<file path="src/rtl/dac_pkg.sv">
package dac_pkg;
  localparam logic [7:0] ADR_CODE0 = 8'h68;
  localparam logic [7:0] ADR_CODE1 = 8'h6A;
  localparam logic [7:0] ADR_CTRL  = 8'h1F;
  localparam int         NUM_CH    = 2;

  // cycles that cover a delay of dly_ns at clk_hz, rounded up, at least 1
  function automatic int settle_cycles(longint clk_hz, longint dly_ns);
    longint c;
    c = (clk_hz * dly_ns + 64'd999_999_999) / 64'd1_000_000_000;
    if (c < 1) c = 1;
    return int'(c);
  endfunction
endpackage

</file>
<file path="src/rtl/dac_regs.sv">
module dac_regs
  import dac_pkg::*;
#(
  parameter int ADDR_W = 8,
  parameter int DATA_W = 8
) (
  input  logic              clk,
  input  logic              rst,
  input  logic              exp_en,
  input  logic [ADDR_W-1:0] addr,
  input  logic [DATA_W-1:0] wdata,
  input  logic              wr_en,
  output logic [DATA_W-1:0] rd_data,
  output logic [DATA_W-1:0] code   [NUM_CH],
  output logic              oe     [NUM_CH],
  output logic              ref_off
);
  localparam int REF_BIT = DATA_W - 1 - NUM_CH;
  localparam logic [ADDR_W-1:0] CTRL_A = ADDR_W'(ADR_CTRL);

  logic sel_ctrl;
  logic [DATA_W-1:0] rd_next;
  logic [DATA_W-1:0] ctrl_view;
  logic [NUM_CH-1:0] hit;

  assign sel_ctrl = (addr == CTRL_A);

  for (genvar i = 0; i < NUM_CH; i++) begin : g_ch
    localparam logic [ADDR_W-1:0] CH_A =
      ADDR_W'((i == 0) ? ADR_CODE0 : ADR_CODE1);
    assign hit[i] = (addr == CH_A);

    always_ff @(posedge clk) begin
      if (rst) begin
        code[i] <= '0;
        oe[i]   <= 1'b0;
      end else begin
        if (wr_en && hit[i])   code[i] <= wdata;
        if (wr_en && sel_ctrl) oe[i]   <= wdata[DATA_W-1-i];
      end
    end

    assign ctrl_view[DATA_W-1-i] = oe[i];
  end

  assign ctrl_view[REF_BIT]     = ref_off;
  assign ctrl_view[REF_BIT-1:0] = '0;

  always_ff @(posedge clk) begin
    if (rst)                             ref_off <= 1'b1;
    else if (wr_en && sel_ctrl && exp_en) ref_off <= wdata[REF_BIT];
  end

  always_comb begin
    rd_next = '0;
    if (sel_ctrl) rd_next = ctrl_view;
    for (int i = 0; i < NUM_CH; i++)
      if (hit[i]) rd_next = code[i];
  end

  always_ff @(posedge clk) begin
    if (rst) rd_data <= '0;
    else     rd_data <= rd_next;
  end
endmodule

</file>
<file path="src/rtl/dac_settle_timer.sv">
module dac_settle_timer #(
  parameter int SETTLE = 125,
  localparam int CNT_W = $clog2(SETTLE + 1)
) (
  input  logic clk,
  input  logic rst,
  input  logic ref_off,
  output logic ready
);
  localparam logic [CNT_W-1:0] LOAD = CNT_W'(SETTLE);
  logic [CNT_W-1:0] cnt;

  always_ff @(posedge clk) begin
    if (rst || ref_off) cnt <= LOAD;
    else if (cnt != '0) cnt <= cnt - 1'b1;
  end

  assign ready = !ref_off && (cnt == '0);
endmodule

</file>
<file path="src/rtl/dual_dac_ctrl.sv">
module dual_dac_ctrl
  import dac_pkg::*;
#(
  parameter longint CLK_HZ   = 125_000_000,
  parameter longint SETTLE_NS = 1000,
  parameter int     ADDR_W   = 8,
  parameter int     DATA_W   = 8,
  localparam int    SETTLE   = settle_cycles(CLK_HZ, SETTLE_NS)
) (
  input  logic              clk,
  input  logic              rst,
  input  logic              exp_en,
  input  logic [ADDR_W-1:0] addr,
  input  logic [DATA_W-1:0] wdata,
  input  logic              wr_en,
  output logic [DATA_W-1:0] rd_data,
  output logic [DATA_W-1:0] ch0_code,
  output logic [DATA_W-1:0] ch1_code,
  output logic              ch0_oe,
  output logic              ch1_oe,
  output logic              ref_disconnect,
  output logic              conv_ready
);
  logic [DATA_W-1:0] code [NUM_CH];
  logic              oe   [NUM_CH];

  dac_regs #(.ADDR_W(ADDR_W), .DATA_W(DATA_W)) i_regs (
    .clk(clk), .rst(rst), .exp_en(exp_en), .addr(addr), .wdata(wdata),
    .wr_en(wr_en), .rd_data(rd_data), .code(code), .oe(oe),
    .ref_off(ref_disconnect)
  );

  dac_settle_timer #(.SETTLE(SETTLE)) i_timer (
    .clk(clk), .rst(rst), .ref_off(ref_disconnect), .ready(conv_ready)
  );

  assign ch0_code = code[0];
  assign ch1_code = code[1];
  assign ch0_oe   = oe[0];
  assign ch1_oe   = oe[1];
endmodule

</file>
<file path="config.mk">
export PLATFORM = sky130hd
export DESIGN_NAME = dual_dac_ctrl
export DESIGN_NICKNAME = d
export VERILOG_FILES = /design/src/rtl/dac_pkg.sv /design/src/rtl/dac_regs.sv /design/src/rtl/dac_settle_timer.sv /design/src/rtl/dual_dac_ctrl.sv
export SDC_FILE = /design/constraint.sdc
export NUM_CORES = 1
export LEC_CHECK = 0
export BUFFER_PORTS_ARGS = -buffer_cell sky130_fd_sc_hd__buf_2
export CORE_MARGIN = 3
export CORE_UTILIZATION = 50
export DETAILED_ROUTE_END_ITERATION = 10
export PLACE_DENSITY_LB_ADDON = 0.08
export RECOVER_POWER = 100
export SYNTH_ARGS = -nofsm -noshare
export SYNTH_HDL_FRONTEND = slang
export SYNTH_SLANG_ARGS = --single-unit
</file>
<file path="constraint.sdc">
create_clock -name clk -period 2.4 [get_ports clk]
set_input_delay 0.24 -clock clk [delete_from_list [all_inputs] [get_ports clk]]
set_output_delay 0.24 -clock clk [all_outputs]
set_load 0.03 [all_outputs]
</file>
* Word level (Yosys, flattened, before mapping)
Cells that the tools add are included.
** Word-level totals
- Flip-flop bits (word level) :: 34
- Bits of input ports :: 20
- Output and inout port bits :: 28
- Word-level logic and storage cells :: 23
** Cells by class
- $add $sub $neg :: 1
- Eq/ne operators :: 3
- Muxes and demuxes :: 3
- Reductions and logical operators :: 9
** Operators by type and width (count)
- $mux W8 :: 3
- $eq A8 B7 Y1 const B :: 2
- $eq A8 B5 Y1 const B :: 1
- $logic_not A7 Y1 :: 1
- $reduce_bool A7 Y1 :: 1
- $sub A7 B1 Y7 const B :: 1
- $logic_and A1 B1 Y1 :: 5
- $logic_not A1 Y1 :: 1
- $logic_or A1 B1 Y1 :: 1

* Longest topological paths before layout
Gate-level depths: netlist (run 1).
- Word-level depth :: 4
- Mapped depth :: 6
- Depth with buffers taken out :: 5

* Modules after synthesis
From an unflattened synthesis (run 1), not the netlist that was laid out.
** Unflattened totals
- Cells, all modules :: 158
- Area total of the unflattened synthesis :: 1542.7 µm²
** Modules (own cells, without submodules)
- dac_regs :: instances 1, cells each 117, area each 1193.6 µm², seq. area each 540.5 µm²
- dac_settle_timer :: instances 1, cells each 41, area each 349.1 µm², seq. area each 140.1 µm²

* Least setup slack after synthesis (run 1)
Ideal clock, no wire load.
- Path type :: register to output
- From :: reg i_timer.cnt[2]
- To :: out conv_ready
- Arrival :: 1266 ps
- Data required time :: 2160 ps
- Setup slack :: 894 ps
- Cell stages (with the launch flop) :: 4
- Buffers on the path :: 0
- Path through :: dfxtp_1 -> nor4_1 -> nand3b_1 -> nor2_1
** Between the ends
- Longest elaborated chain between the ends :: 2
** Ends and longest elaborated chain
- start, declared :: line dac_settle_timer.sv:11 : logic [CNT_W-1:0] cnt;
- start signal, assigned :: line dac_settle_timer.sv:15 : else if (cnt != '0) cnt <= cnt - 1'b1;
- $logic_not A7 Y1 :: line dac_settle_timer.sv:18 : assign ready = !ref_off && (cnt == '0);
- $logic_and A1 B1 Y1 :: line dac_settle_timer.sv:18
- end, declared :: line dual_dac_ctrl.sv:22 : output logic conv_ready
No other way between the ends.

* Worst setup path in the final report (run 1)
Same ends and word-level chain as after synthesis.

==> summary.txt, run 1 <==
Setup path
  • Data required time at the worst endpoint: 2.16 ns
  • Critical Path AT: 1.78 ns
  • Critical path startpoint category: flip-flop
  • Type of the worst setup path: flip-flop to output port
  • Crit end category: output port
  • Crit-path max FO: 4
  • R2R cell count: 3

Global routing
  • Overall routing resource usage: 0.194
  • GR Overflow Total: 0
  • First-pass GRT wire length: between 5 and 6 mm
  • Initial antenna violation count: 0
  • Vias in the first global route: roughly 1.2k
  • Largest net degree at the start of global routing: 30

Clock tree
  • Longest Clk Path Bufs: 2
  • Post-cts resize count: 0
  • CTS tree: yes
  • Postcts setup bufs: 0
  • CTS H-tree lvls: 2
  • CTS Root Cell: clkbuf_4
  • CTS Buf Count: 5
  • Hold_buf cts: 0
  • Clk sink count: 34
  • Worst-Skew Late Latency: ~0.34 ns
  • CTS clock-pin slew for the worst setup and hold paths: 0.11 ns

Layout
  • Area Overhead vs Synth: 18.1%
  • NumNets Final: 215
  • Antenna diode count: 0
  • Count of non-filler cells in the finished layout: roughly 220
  • # fillers: approximately 240
  • Layout cells sized above 1: 0.160

Drt
  • Routed vias/inst: around 5.5
  • Routed vias: 1225
  • Antenna Nets Post-Route: 0
  • DR pass1 iterations: 4
  • WL per Instance: around 14 µm
  • DRC violations left: 0
  • Post-Route WL: just over 3 mm
  • Initial DRC Count: 62

Power
  • Leak Pwr: about 0.7 nW
  • Peak supply drop: slightly above 0.5 mV
  • Pwr dens: between 500 and 600 nW/µm²

Synthesis
  • Post-synthesis cell count: approximately 140
  • Avg Inst Size Synth: 9.89 µm²
  • Synth warnings: 0
  • Unique cell type count in the Yosys netlist: 31
  • Flops & latches, synth: 34
  • Register area share after synthesis: 0.481
  • Syn Nets: between 150 and 200
  • Post-Syn Area: approximately 1400 µm²

Die
  • Die area: about 3500 µm²
  • Die width: between 50 and 60 µm
  • Die Ht: 59.2 µm
  • Core area: about 2600 µm²
  • Starting density of the core: 0.546
  • Std cell rows: 18
  • # IOs: 48

STA
  • Final period util: 0.841
  • Slew @ Worst Pin: 0.891 ns
  • Slew Viols, Final: 0
  • Final min period: between 2 and 2.5 ns
  • Fmax: 496 MHz
  • Total negative slack: 0 ns
  • RSZ-0062 raised after global routing: false
  • Final setup viols: 0
  • Relative slew slack: 0.403
  • Final hold vios: 0
  • Fin Clk Skew: about 0.009 ns

Placement
  • Cells after DPL: around 220
  • RD Place Congestion: 0.805
  • Port bufs: 47
  • Hpwl dp: around 2.3 mm

Job
  • Max_cap viols: 0

Run status
  • Outcome: complete, no violations

Min path
  • Hold depth: 3
  • Class of the tightest hold or removal check: primary input to flip-flop
==> cell families (layout without fill, tap and decap cells) <==
kind of cell,after synthesis,after routing,share of synthesized area
mux,19,19,0.135
simple gates,60,60,0.233
compound gates,14,14,0.0681
fa+ha+maj,2,2,0.0177
xor+xnor,5,5,0.0310
buf+inv,9,60,0.0345
flops,34,34,0.481
==> layout make-up <==
type	instances	area, µm²	area share
clock buffers	6	51.3	0.0307
clock inverters	2	12.5	0.00749
inverters	4	15.0	0.00899
multi-input cells	100	666	0.399
flip-flops and latches	34	681	0.407
well taps	30	37.5	0.0225
repair buffers	48	208	0.124
==> synthesized netlist by cell type <==
cell	instances	area [µm²]
xor2_1	1	8.76
a21oi_1	1	5.00
nand3b_1	2	15.0
nand2b_1	2	12.5
nor4_1	1	6.26
nand3_1	1	5.00
nor4b_1	1	8.76
nor4_4	1	21.3
dfxtp_1	34	681
or2b_1	1	7.51
or4_1	1	7.51
nand4_1	1	6.26
or2_2	1	6.26
clkbuf_1	3	11.3
nand2_1	5	18.8
buf_6	2	22.5
nand4bb_1	2	22.5
nor3_4	1	16.3
o21ai_0	4	20.0
a2111oi_0	1	8.76
a221oi_1	2	17.5
xnor2_1	4	35.0
ha_1	2	25.0
mux2i_1	19	190
a22oi_1	5	37.5
nor3_1	8	40.0
and3b_1	1	8.76
a211oi_1	1	7.51
inv_1	4	15.0
or4b_4	1	13.8
nor2_1	30	113
==> per-layer routing <==
layer  track usage  up-vias  share of wire
li1              -      602              -
met1         0.221      578           0.43
met2         0.319       39           0.49
met3        0.0610        6          0.063
met4         0.107        0          0.017
met5             0        -              0
==> through the flow <==
stage,hold WS [ns],total power [mW],cell area (µm²),worst slack [ns],utilization
floorplan,0.381,0.597,1410,0.894,-
global placement,0.478,0.620,1660,0.514,0.641
detailed placement,0.489,0.621,1660,0.501,0.641
CTS,0.126,0.962,1720,0.448,0.666
global route,0.149,0.988,1670,0.200,0.645
finish,0.149,0.947,1670,0.383,0.645
==> layout by cell type, fill, tap and decap left out, types with 2 or more instances in the layout <==
cell,netlist,final
nand3b_1,2,2
nor2_1,30,30
buf_2,0,19
dfxtp_1,34,34
xnor2_1,4,4
a221oi_1,2,2
o21ai_0,4,4
clkbuf_4,0,5
nand2_1,5,5
ha_1,2,2
nor3_1,8,8
mux2i_1,19,19
inv_1,4,4
a22oi_1,5,5
nand2b_1,2,2
clkbuf_1,3,28
nand4bb_1,2,2
==> critical path: stages (launching register included) <==
cell and delay (ns):
dfxtp_1 0.36, nor4_1 0.47, nand3b_1 0.19, nor2_1 0.11, clkbuf_1 0.31
==> flip-flops by register name (all words and copies together) (netlist names) <==
| signal | count |
|---|---|
| i_regs.rd_data | 8 |
| i_timer.cnt | 7 |
| i_regs.oe | 2 |
| i_regs.code | 16 |
| i_regs.ref_off | 1 |
==> power breakdown <==
part / leakage [nW] / internal (mW) / switching, mW / total, mW
clock network: 0.0343 / 0.141 / 0.200 / 0.341
registers: 0.274 / 0.564 / 0.000354 / 0.565
logic: 0.372 / 0.0174 / 0.0241 / 0.0415
==> path summary, 6_finish.rpt <==
kind	start	to	slack, ns
max	i_timer.cnt[2]	conv_ready	0.38
min reg2reg	i_regs.code[13]	i_regs.rd_data[5]	0.49
min	wdata[1]	i_regs.code[9]	0.15
max reg2reg	i_timer.cnt[2]	i_timer.cnt[1]	0.86
No activity file was read; power rests on OpenSTA's default activity.
==> inputs of run 2 (changes only) <==
CORE_UTILIZATION = 44   (was 50)
clock period = 1.8 ns   (was 2.4 ns; I/O delays follow)
==> summary.txt, run 2 (synthesis results as in run 1) <==
Clock tree
  • Longest Clk Path Bufs: 2
  • Clk sink count: 34
  • Hold_buf cts: 0
  • Postcts setup bufs: 0
  • Worst-Skew Late Latency: roughly 0.33 ns
  • CTS tree: yes
  • CTS H-tree lvls: 2
  • CTS Buf Count: 5
  • CTS Root Cell: clkbuf_4
  • CTS clock-pin slew for the worst setup and hold paths: 0.10 ns

Global routing
  • GR Layer Usage met2: 0.272
  • GR Layer Usage met3: 0.0647
  • Overall routing resource usage: 0.166
  • GR Overflow Total: 0
  • Global route hottest layer: met2
  • Met1 GRT Util: 0.200
  • Initial antenna violation count: 0
  • First-pass GRT wire length: ~5.2 mm
  • Vias in the first global route: around 1.1k
  • Largest net degree at the start of global routing: 30

Layout
  • NumNets Final: around 220
  • Layout cells sized above 1: 0.153
  • Antenna diode count: 0
  • Max reg flops: 16
  • Commonest non-fill, non-tap cell in the layout: dfxtp_1
  • # fillers: ~290
  • Area Overhead vs Synth: 21.8%
  • Finished Cell Area: around 1700 µm²
  • Sequential Area: a little under 700 µm²
  • Area of the multi-input gates: ~670 µm²
  • Count of non-filler cells in the finished layout: 238
  • Most frequent cells in the layout: dfxtp_1, nor2_1, clkbuf_1
  • Final Util: 0.594
  • Top reg by flops: i_regs.code
  • Biggest regs: i_regs.code (16), i_regs.rd_data (8), i_timer.cnt (7)

Setup path
  • Critical path, cell by cell: nor4_4 -> nand3b_1 -> nor2_1 -> buf_2
  • Critical path startpoint category: flip-flop
  • Top delay family on crit path: simple AND/OR/NAND/NOR gates
  • Buf/Inv on CP: 1
  • CP max-delay cell: dfxtp_1
  • Type of the worst setup path: flip-flop to output port
  • Crit end category: output port
  • Max incr delay on CP: about 0.38 ns
  • Crit-path max FO: 4
  • Critical Path AT: around 1.5 ns
  • Data required time at the worst endpoint: about 1.6 ns

Placement
  • RD Place Congestion: just under 0.8
  • Cells after DPL: roughly 230
  • Hpwl dp: roughly 2.3 mm
  • DP Worst Slack: 0.236 ns
  • Post-DP Area: 1700 µm²
  • Port bufs: 47

STA
  • Final hold vios: 0
  • WHS: ~0.098 ns
  • Total negative slack: 0 ns
  • Fmax: roughly 600 MHz
  • Worst setup margin: about 0.12 ns
  • Slew Viols, Final: 0
  • RSZ-0062 raised after global routing: false
  • Slew @ Worst Pin: 0.738 ns
  • Relative slew slack: 0.504
  • Final period util: 0.934
  • Final min period: 1.68 ns
  • Fin Clk Skew: around 0.0057 ns
  • Final setup viols: 0

Die
  • Starting density of the core: 0.487
  • Die Ht: 62.7 µm
  • Die area: slightly below 4000 µm²
  • Die width: approximately 63 µm
  • Core area: between 2000 and 3000 µm²
  • # IOs: 48
  • Std cell rows: 19

Run status
  • Outcome: complete, no violations

Drt
  • DR pass1 iterations: 4
  • DRC violations left: 0
  • Initial DRC Count: 58
  • Routed vias: roughly 1.2k
  • Routed vias/inst: around 5
  • Antenna Nets Post-Route: 0
  • WL per Instance: about 13 µm
  • Post-Route WL: around 3.1 mm

Power
  • Total power: roughly 1.4 mW
  • Pwr dens: between 700 and 800 nW/µm²
  • Leak Pwr: between 0.7 and 0.8 nW
  • Peak supply drop: just under 0.5 mV

Min path
  • Class of the tightest hold or removal check: primary input to flip-flop

Job
  • Max_cap viols: 0
run 2: layout make-up:
| class | instances | area share |
|---|---|---|
| Inverter | 4 | 0.00872 |
| Tap cell | 42 | 0.0305 |
| Timing Repair Buffer | 51 | 0.129 |
| Clock buffer | 6 | 0.0298 |
| Clock inverter | 1 | 0.0174 |
| Multi-Input combinational cell | 100 | 0.389 |
| Sequential cell | 34 | 0.395 |
run 2: timing repair:
item | 4_1_cts | 5_1_grt
pin swaps | 0 | 0
resized for setup | 1 | 1
endpoints found under the setup margin | 1 | 1
run 2: report_power, final:
part	switching (mW)	total [mW]	internal [mW]
registers	0.000462	0.753	0.752
logic	0.0319	0.0551	0.0232
clock network	0.245	0.568	0.323
run 2: path summary, 6_finish.rpt:
| check | from | to | slack, ns | depth (start not counted) |
|---|---|---|---|---|
| setup reg to reg | i_timer.cnt[2] | i_timer.cnt[1] | 0.44 | 3 |
| hold reg to reg | i_regs.code[13] | i_regs.rd_data[5] | 0.50 | 2 |
| setup / recovery | i_timer.cnt[2] | conv_ready | 0.12 | 4 |
| hold / removal | wdata[2] | i_regs.code[10] | 0.1 | 3 |
run 2: layer usage:
metal / share of wire / wire length (µm)
met5: 0 / 0
met4: 0.0088 / 27
met1: 0.44 / 1350
met3: 0.082 / 252
met2: 0.47 / 1440
run 2: tightest hold or removal path, cell delays in order:
cell and delay, ns:
buf_2 0.09, mux2i_1 0.06, nor2_1 0.07
